File: config.mk
export PLATFORM = sky130hd
export DESIGN_NAME = hsx_ldst_unit
export DESIGN_NICKNAME = d
export VERILOG_FILES = /design/src/rtl/hsx_pkg.sv /design/src/rtl/hsx_cond_eval.sv /design/src/rtl/hsx_instr_dec.sv /design/src/rtl/hsx_addr_gen.sv /design/src/rtl/hsx_lane_fmt.sv /design/src/rtl/hsx_ldst_unit.sv
export SDC_FILE = /design/constraint.sdc
export NUM_CORES = 1
export LEC_CHECK = 0
export BUFFER_PORTS_ARGS = -buffer_cell sky130_fd_sc_hd__buf_2
export CAP_MARGIN = 25
export CORE_MARGIN = 3
export CORE_UTILIZATION = 54
export CTS_CLUSTER_DIAMETER = 200
export DETAILED_ROUTE_END_ITERATION = 8
export PLACE_DENSITY = 0.95
export SYNTH_ARGS = -nofsm -noshare
export SYNTH_HDL_FRONTEND = slang
export SYNTH_SLANG_ARGS = --single-unit
File: constraint.sdc
create_clock -name clk -period 11.2 [get_ports clk]
set_clock_uncertainty 0.2 [all_clocks]
set_input_delay 2.24 -clock clk [delete_from_list [all_inputs] [get_ports clk]]
set_output_delay 2.24 -clock clk [all_outputs]
set_load 0.01 [all_outputs]
File: src/rtl/hsx_pkg.sv
// Shared types for the halfword/signed load/store unit.
// Assumes the 32-bit instruction layout used by the decoder.
package hsx_pkg;

    localparam int REG_IDX_W = 4;

    // Transfer kind from instruction bits [6:5]
    typedef enum logic [1:0] {
        XK_SWAP  = 2'b00,
        XK_UHALF = 2'b01,
        XK_SBYTE = 2'b10,
        XK_SHALF = 2'b11
    } xfer_kind_e;

    // Sequencer states
    typedef enum logic [1:0] {
        ST_IDLE = 2'd0,
        ST_REQ  = 2'd1,
        ST_FIN  = 2'd2
    } seq_state_e;

    // Fields pulled out of one instruction word
    typedef struct packed {
        logic [3:0]           cond;
        logic                 pre;
        logic                 up;
        logic                 wback;
        logic                 load;
        logic [REG_IDX_W-1:0] base_idx;
        logic [REG_IDX_W-1:0] data_idx;
        logic [REG_IDX_W-1:0] offs_idx;
        xfer_kind_e           kind;
        logic                 form_ok;
    } op_fields_t;

endpackage

File: src/rtl/hsx_cond_eval.sv
// Condition evaluator: maps a 4-bit condition code and the N, Z, C, V flags
// to a pass/fail decision. Purely combinational.
// Assumes flags are packed as {N, Z, C, V}.
module hsx_cond_eval (
    input  logic [3:0] cond,
    input  logic [3:0] nzcv,
    output logic       pass
);
    logic fn, fz, fc, fv;

    assign fn = nzcv[3];
    assign fz = nzcv[2];
    assign fc = nzcv[1];
    assign fv = nzcv[0];

    // Select the flag test for the given code
    always_comb begin
        unique case (cond)
            4'h0:    pass = fz;
            4'h1:    pass = !fz;
            4'h2:    pass = fc;
            4'h3:    pass = !fc;
            4'h4:    pass = fn;
            4'h5:    pass = !fn;
            4'h6:    pass = fv;
            4'h7:    pass = !fv;
            4'h8:    pass = fc && !fz;
            4'h9:    pass = !fc || fz;
            4'hA:    pass = (fn == fv);
            4'hB:    pass = (fn != fv);
            4'hC:    pass = !fz && (fn == fv);
            4'hD:    pass = fz || (fn != fv);
            4'hE:    pass = 1'b1;
            default: pass = 1'b0;
        endcase
    end
endmodule

File: src/rtl/hsx_instr_dec.sv
// Instruction decoder: splits the word into fields and checks that it is a
// register-offset halfword/signed transfer the unit can carry out.
// Assumes stores are only legal as unsigned halfwords.
module hsx_instr_dec
    import hsx_pkg::*;
(
    input  logic [31:0] instr,
    output op_fields_t  fld
);
    logic fixed_ok;
    logic kind_ok;

    // Field extraction
    always_comb begin
        fld.cond     = instr[31:28];
        fld.pre      = instr[24];
        fld.up       = instr[23];
        fld.wback    = instr[21];
        fld.load     = instr[20];
        fld.base_idx = instr[19:16];
        fld.data_idx = instr[15:12];
        fld.offs_idx = instr[3:0];
        fld.kind     = xfer_kind_e'(instr[6:5]);
        fld.form_ok  = fixed_ok && kind_ok;
    end

    // Fixed-bit pattern of the register-offset form
    always_comb begin
        fixed_ok = (instr[27:25] == 3'b000) && !instr[22] &&
                   (instr[11:8] == 4'b0000) && instr[7] && instr[4];
    end

    // Kind legality: swap rejected, stores only as unsigned halfwords
    always_comb begin
        if (fld.kind == XK_SWAP)
            kind_ok = 1'b0;
        else if (!instr[20])
            kind_ok = (fld.kind == XK_UHALF);
        else
            kind_ok = 1'b1;
    end
endmodule

File: src/rtl/hsx_addr_gen.sv
// Address generator: forms base plus or minus offset, and picks either that
// sum or the raw base as the access address (pre- or post-indexing).
module hsx_addr_gen #(
    parameter int ADDR_W = 32
) (
    input  logic [ADDR_W-1:0] base,
    input  logic [ADDR_W-1:0] offs,
    input  logic              up,
    input  logic              pre,
    output logic [ADDR_W-1:0] acc_addr,
    output logic [ADDR_W-1:0] new_base
);
    // Offset arithmetic and indexing choice
    always_comb begin
        new_base = up ? (base + offs) : (base - offs);
        acc_addr = pre ? new_base : base;
    end
endmodule

File: src/rtl/hsx_lane_fmt.sv
// Lane formatter: builds byte enables and write data for a request, and
// extracts and extends the loaded value from a little-endian data word.
// Assumes DATA_W is a multiple of 16 bits.
module hsx_lane_fmt
    import hsx_pkg::*;
#(
    parameter int DATA_W = 32,
    localparam int BE_W   = DATA_W / 8,
    localparam int HW_N   = DATA_W / 16,
    localparam int SEL_W  = $clog2(BE_W)
) (
    input  xfer_kind_e        kind,
    input  logic [SEL_W-1:0]  addr_lo,
    input  logic [15:0]       src_half,
    input  logic [DATA_W-1:0] rdata,
    output logic [BE_W-1:0]   be,
    output logic [DATA_W-1:0] wdata,
    output logic [DATA_W-1:0] ld_val
);
    logic [7:0]  byte_lane [BE_W];
    logic [15:0] half_lane [HW_N];
    logic [7:0]  sel_byte;
    logic [15:0] sel_half;

    for (genvar g = 0; g < BE_W; g++) begin : g_byte
        assign byte_lane[g] = rdata[8*g +: 8];
    end

    for (genvar h = 0; h < HW_N; h++) begin : g_half
        assign half_lane[h] = rdata[16*h +: 16];
    end

    assign sel_byte = byte_lane[addr_lo];
    assign sel_half = half_lane[addr_lo[SEL_W-1:1]];
    assign wdata    = {HW_N{src_half}};

    // Byte enables from kind and low address bits
    always_comb begin
        if (kind == XK_SBYTE)
            be = BE_W'(1) << addr_lo;
        else
            be = BE_W'(2'b11) << {addr_lo[SEL_W-1:1], 1'b0};
    end

    // Zero or sign extension of the selected lane
    always_comb begin
        unique case (kind)
            XK_UHALF: ld_val = {{(DATA_W-16){1'b0}}, sel_half};
            XK_SBYTE: ld_val = {{(DATA_W-8){sel_byte[7]}}, sel_byte};
            XK_SHALF: ld_val = {{(DATA_W-16){sel_half[15]}}, sel_half};
            default:  ld_val = '0;
        endcase
    end
endmodule

File: src/rtl/hsx_ldst_unit.sv
// Halfword and signed load/store unit (top).
// Accepts one instruction per start pulse while idle, decides at issue whether
// it executes, makes at most one memory request, and reports the result with a
// one-cycle done pulse. Assumes operand values on the inputs correspond to the
// rf_* indices shown in the same cycle.
module hsx_ldst_unit
    import hsx_pkg::*;
#(
    parameter int ADDR_W = 32,
    parameter int DATA_W = 32,
    localparam int BE_W  = DATA_W / 8,
    localparam int SEL_W = $clog2(BE_W)
) (
    input  logic                 clk,
    input  logic                 rst_n,
    input  logic                 start,
    input  logic [31:0]          instr,
    input  logic [3:0]           nzcv,
    input  logic [ADDR_W-1:0]    base_val,
    input  logic [ADDR_W-1:0]    offs_val,
    input  logic [15:0]          store_half,
    output logic [REG_IDX_W-1:0] rf_base_idx,
    output logic [REG_IDX_W-1:0] rf_offs_idx,
    output logic [REG_IDX_W-1:0] rf_src_idx,
    output logic                 busy,
    output logic                 mem_req,
    output logic                 mem_we,
    output logic [ADDR_W-1:0]    mem_addr,
    output logic [BE_W-1:0]      mem_be,
    output logic [DATA_W-1:0]    mem_wdata,
    input  logic                 mem_ready,
    input  logic [DATA_W-1:0]    mem_rdata,
    output logic                 done,
    output logic                 skipped,
    output logic                 unsupported,
    output logic                 rd_we,
    output logic [REG_IDX_W-1:0] rd_idx,
    output logic [DATA_W-1:0]    rd_data,
    output logic                 wb_we,
    output logic [REG_IDX_W-1:0] wb_idx,
    output logic [ADDR_W-1:0]    wb_data
);
    seq_state_e           state_q;
    op_fields_t           fld;
    logic                 cond_pass;
    logic [ADDR_W-1:0]    acc_addr;
    logic [ADDR_W-1:0]    new_base;
    logic                 issue;

    logic                 pass_q;
    logic                 form_q;
    logic                 load_q;
    logic                 wb_q;
    xfer_kind_e           kind_q;
    logic [REG_IDX_W-1:0] dst_q;
    logic [REG_IDX_W-1:0] bidx_q;
    logic [ADDR_W-1:0]    acc_q;
    logic [ADDR_W-1:0]    nb_q;
    logic [15:0]          half_q;
    logic [DATA_W-1:0]    rdata_q;
    logic                 exec_q;

    hsx_instr_dec u_dec (
        .instr (instr),
        .fld   (fld)
    );

    hsx_cond_eval u_cond (
        .cond (fld.cond),
        .nzcv (nzcv),
        .pass (cond_pass)
    );

    hsx_addr_gen #(.ADDR_W(ADDR_W)) u_agen (
        .base     (base_val),
        .offs     (offs_val),
        .up       (fld.up),
        .pre      (fld.pre),
        .acc_addr (acc_addr),
        .new_base (new_base)
    );

    hsx_lane_fmt #(.DATA_W(DATA_W)) u_lane (
        .kind     (kind_q),
        .addr_lo  (acc_q[SEL_W-1:0]),
        .src_half (half_q),
        .rdata    (rdata_q),
        .be       (mem_be),
        .wdata    (mem_wdata),
        .ld_val   (rd_data)
    );

    assign rf_base_idx = fld.base_idx;
    assign rf_offs_idx = fld.offs_idx;
    assign rf_src_idx  = fld.data_idx;
    assign issue       = start && (state_q == ST_IDLE);

    // Sequencer: idle -> request (executing ops only) -> finish -> idle
    always_ff @(posedge clk) begin
        if (!rst_n) begin
            state_q <= ST_IDLE;
        end else begin
            unique case (state_q)
                ST_IDLE: if (issue) state_q <= (cond_pass && fld.form_ok) ? ST_REQ : ST_FIN;
                ST_REQ:  if (mem_ready) state_q <= ST_FIN;
                ST_FIN:  state_q <= ST_IDLE;
                default: state_q <= ST_IDLE;
            endcase
        end
    end

    // Capture decoded operation and computed addresses at issue
    always_ff @(posedge clk) begin
        if (!rst_n) begin
            pass_q <= 1'b0;
            form_q <= 1'b0;
            load_q <= 1'b0;
            wb_q   <= 1'b0;
            kind_q <= XK_UHALF;
            dst_q  <= '0;
            bidx_q <= '0;
            acc_q  <= '0;
            nb_q   <= '0;
            half_q <= '0;
        end else if (issue) begin
            pass_q <= cond_pass;
            form_q <= fld.form_ok;
            load_q <= fld.load;
            wb_q   <= fld.wback || !fld.pre;
            kind_q <= fld.kind;
            dst_q  <= fld.data_idx;
            bidx_q <= fld.base_idx;
            acc_q  <= acc_addr;
            nb_q   <= new_base;
            half_q <= store_half;
        end
    end

    // Capture read data on the accepting handshake
    always_ff @(posedge clk) begin
        if (!rst_n)
            rdata_q <= '0;
        else if (state_q == ST_REQ && mem_ready)
            rdata_q <= mem_rdata;
    end

    // Output decode from state and captured operation
    always_comb begin
        exec_q      = pass_q && form_q;
        busy        = (state_q != ST_IDLE);
        mem_req     = (state_q == ST_REQ);
        mem_we      = !load_q;
        mem_addr    = acc_q;
        done        = (state_q == ST_FIN);
        skipped     = done && !pass_q;
        unsupported = done && pass_q && !form_q;
        rd_we       = done && exec_q && load_q;
        rd_idx      = dst_q;
        wb_we       = done && exec_q && wb_q;
        wb_idx      = bidx_q;
        wb_data     = nb_q;
    end
endmodule

After elaboration in Yosys (flattened, before gate mapping)
Index checks and enable logic that the tools add are counted.
{ "classes": {"add_sub_neg": 2, "order_cmp": 2, "eq_ne": 24, "n_shift": 2, "mux": 17, "n_bitwise": 2, "reduce_logical": 36} }
{ "op_table": {"columns": ["operator", "n"], "rows": [
  ["$pmux 32 s3", 1],
  ["$mux 32", 2],
  ["$mux 16", 3],
  ["$add 32x32->32", 1],
  ["$sub 32x32->32", 1],
  ["$eq 4x4->1 const B", 7],
  ["$logic_and 1x1->1", 17],
  ["$bmux 8 s2", 1],
  ["$eq 4x3->1 const B", 4],
  ["$mux 8", 2],
  ["$pmux 1 s15", 1],
  ["$logic_not 1->1", 9],
  ["$eq 4x2->1 const B", 2],
  ["$logic_not 4->1", 2],
  ["$eq 2x1->1 const B", 3],
  ["$eq 2x2->1 const B", 3],
  ["$mux 2", 3],
  ["$eq 4x1->1 const B", 1],
  ["$logic_not 2->1", 2],
  ["$mux 4", 1],
  ["$pmux 2 s2", 1],
  ["$shl 1x2->4 const A", 1],
  ["$shl 2x2->4 const A", 1],
  ["$ge 3x3->1 const B", 1],
  ["other kinds (12)", 15]
]} }
{ "totals": {"ff_bits": 128, "input_bits": 152, "out_inout_bits": 160} }

Depth between registers and ports, before layout
{ "logic_depth": {"word_depth": 10, "mapped_depth": 18} }

Modules after synthesis
A second synthesis with hierarchy kept.
{ "hier_totals": {"cells_unflattened": 1177, "hier_area_um2": 8964.8} }
{ "modules_own_cells": {"columns": ["mod", "n_inst", "cells_per_inst", "area_per_inst_um2"], "rows": [
  ["hsx_ldst_unit", 1, 576, 4685.7],
  ["hsx_addr_gen", 1, 423, 2932.8],
  ["hsx_lane_fmt", 1, 123, 943.4],
  ["hsx_instr_dec", 1, 27, 209.0],
  ["hsx_cond_eval", 1, 28, 193.9]
]} }

Worst setup path before layout
Ideal clock, no wire load.
{ "synth_path": {"path_kind": "input port to flip-flop", "startpoint": "input offs_val[9]", "endpoint": "register acc_q[27], in the netlist mem_addr[27]", "arrival_time_ns": 5.535, "setup_slack_ns": 5.350, "path_stages": 12, "path_buffers": 0, "cell_sequence": "or4_4 nor4_1 a31oi_1 xor2_1 ha_1 and2_1 nand3_1 or4b_1 a31oi_1 a311oi_1 xnor2_1 a2111oi_0"} }
{ "synth_via": {"elab_chain_len": 3, "elab_cells_between_ends": 4, "cone_classes": "add/sub: 2; mux: 2"} }
{ "synth_lines": {"columns": ["item", "line_no", "rtl"], "rows": [
  ["start, declared", "hsx_ldst_unit.sv:20", "input logic [ADDR_W-1:0] offs_val,"],
  ["$sub 32x32->32 or $add 32x32->32 (tied branches)", "hsx_addr_gen.sv:15", "new_base = up ? (base + offs) : (base - offs);"],
  ["$mux 32 (*)", "hsx_addr_gen.sv:15", null],
  ["$mux 32 (*)", "hsx_addr_gen.sv:16", "acc_addr = pre ? new_base : base;"],
  ["end signal, assigned", "hsx_ldst_unit.sv:133", "acc_q <= acc_addr;"],
  ["end, declared", "hsx_ldst_unit.sv:57", "logic [ADDR_W-1:0] acc_q;"]
]} }
Mark *: on every way between the ends. The rest lies on a longest branch, timed or not.
A chain may end at the register's enable or synchronous reset.

Worst setup path in the final report
{ "layout_path": {"startpoint": "input offs_val[5]", "endpoint": "register acc_q[27], in the netlist mem_addr[27]"} }
Same word-level chain as after synthesis.

==> results.ini <==
[cts]
cts_resized = 0
cts_root_buf = clkbuf_16
cts_max_path_buffers = 2
clk_latency_ns = 0.41
htree_levels = 4
cts_setup_buffers = 0
cts-hold-fix-buffers = 0
cts_tree = yes
cts_buffers = 17
cts_sinks = 128
path_clk_slew_ns = 0.06

[synth]
synth_nets = 1293
synth_area_um2 = 8130
synth_common_cells = nand2_1, a21oi_1, dfxtp_1
yosys_most_used_dff = dfxtp_1
yosysMostFrequentCell = nand2_1
avgSynthCellArea_um2 = 7.39
synthCells = 1101
async_flop_share = 0
ys_warn_count = 0
yosysSeqAreaShare = 0.315
synth_top_cell_by_area = dfxtp_1
synth_top_area_frac = 0.315
synth_edf_count = 0
ys_types = 55
synth_area_leaders = dfxtp_1, nand2_1, a21oi_1
ys_seq_elements = 128

[setup_path]
crit_arrival_ns = 6.36
slowest_delay_ns = 0.55
critPathBufInv = 1
critPathMaxFanout = 5
cpLargestDelayFamily = compound AO/OA/AOI/OAI gates
crit_chain = buf_2 > or3_1 > nor3_1 > nand2_1 > nor4_1 > a21oi_1 > xor2_1 > ha_1 > a21oi_1 > o21bai_1 > a21oi_1 > o21a_1 > a31oi_1 > a311oi_1 > xnor2_1 > a2111oi_0
crit_path_end_kind = register
crit_type = in2reg
slowest_stage = a311oi_1
cpMostUsedCell = a21oi_1
startpoint_type = primary input
crit_required_ns = 11.28

[sta]
finalCritPeriodShare = 0.561
fmax_mhz = 159
fin_ws_ns = 4.92
worst_hold_slack_ns = 0.250
rsz0062_at_grt = false
worst_slew_pin_slew_ns = 0.836
slew_headroom = 0.443
period_needed_ns = 6.28
hold_viol_final = 0
report.final.slew_viol_count = 0
setup_viol = 0
tns_ns = 0

[placement]
gp_congestion = 0.978
place_ws_ns = 4.69
dp.cells = 1486
portBuffers = 303
hpwl_mm = 19.4

[final_layout]
drive_above_1_share = 0.270
final_nets = 1516
fin_cells = 1521
num_antenna_cells = 0
area_growth_syn_to_layout_pct = 23.5

[power]
ir_worst_vdd_uv = 108
fin_total_pwr_mw = 1.48
pwr_density_cell_nw_per_um2 = 147
p_leak_nw = 4.74

[run]
drv_cap = 0

[hold_path]
hp-class = reg2reg

[global_route]
grt_usage = 0.293
grt_overflow = 0
antenna_found_initial = 0
grt_pass1_vias = 7873
grt_max_degree = 104
grt_pass1_wl_mm = 39.0

[die]
initial_utilization = 0.555
die_area_um2 = 16600
io_pins = 312
die_x_um = 129
die_height_um = 129
coreArea_um2 = 14600
fp-row-count = 44

[route]
vias_per_cell = 5.77
wl_per_cell_um = 17.2
vias = 8778
antenna_left = 0
firstDrtPassIters = 6
drt_first_iter_violations = 589
drc = 0
wl_mm = 26.1

[run_status]
outcome = complete, no violations

==> logic make-up after synthesis <==
logic type                 after synthesis  share of synthesized area
and+or+nand+nor                        401                      0.219
AOI/OAI and AO/OA                      308                      0.217
buffers and inverters                  132                     0.0808
DFF                                    128                      0.315
xor gates and xnor gates                63                     0.0688
adders and majority gates               40                     0.0625
muxes                                   29                     0.0371
==> sequential cells by signal (all words and copies together) (netlist names) <==
| name | flops |
|---|---|
| wb_idx | 4 |
| pass_q | 1 |
| kind_q | 2 |
| wb_data | 32 |
| form_q | 1 |
| half_q | 16 |
| state_q | 2 |
| mem_addr | 32 |
| load_q | 1 |
| rd_idx | 4 |
| rdata_q | 32 |
| wb_q | 1 |
==> layout by cell type (no fill, tap or decap), types with 10 or more instances in the layout <==
master,n
a211oi_1,11
a21o_1,13
a21oi_1,171
a31oi_1,14
buf_2,303
clkbuf_16,17
dfxtp_1,128
ha_1,39
inv_1,25
mux2i_1,20
nand2_1,235
nand3_1,28
nor2_1,53
nor2b_1,11
nor3_1,20
o211ai_1,10
o21ai_0,56
xnor2_1,28
xor2_1,34
==> tightest hold or removal path, stage by stage (launching register included) <==
cell and delay (ns):
dfxtp_1 0.30, nand3_1 0.06, nand2_1 0.05
==> stage by stage <==
stage,util,instance area [µm²]
3_3_place_gp,0.639,9360
5_1_grt,0.686,10000
4_1_cts,0.681,9970
3_5_place_dp,0.639,9360
2_1_floorplan,-,8130
6_report,0.686,10000
==> final cells by class <==
type / instances / area [µm²]
Tap cell: 184 / 230
Inverter: 26 / 98.8
Fill cell: 1221 / 4590
Multi-Input combinational cell: 841 / 4920
Clock buffer: 18 / 429
Sequential cell: 128 / 2560
Timing Repair Buffer: 310 / 1630
Clock inverter: 14 / 180
==> layer usage <==
metal  part of all wire  wire length [µm]  global-route usage  vias to the layer above
li1                   -                 -                   -                     4218
met1               0.40             10500               0.365                     4057
met2               0.50             13000               0.503                      447
met3              0.074              1940              0.0461                       56
met4              0.027               703               0.123                        0
met5                  0                 0                   0                        -
==> power by group <==
part / internal (mW) / leakage [nW] / switching (mW)
logic: 0.156 / 3.40 / 0.243
clock network: 0.354 / 0.298 / 0.217
registers: 0.488 / 1.05 / 0.0212
==> worst paths after layout <==
path              slack [ns]      endpoint   startpoint  cells past startpoint
setup / recovery        4.92  mem_addr[27]  offs_val[5]                     16
hold / removal          0.25   wb_data[10]  wb_data[10]                      2
setup reg to reg        8.58  mem_addr[27]   state_q[0]                      5
hold reg to reg         0.25   wb_data[10]  wb_data[10]                      2
(Power assumes the default switching activity.)
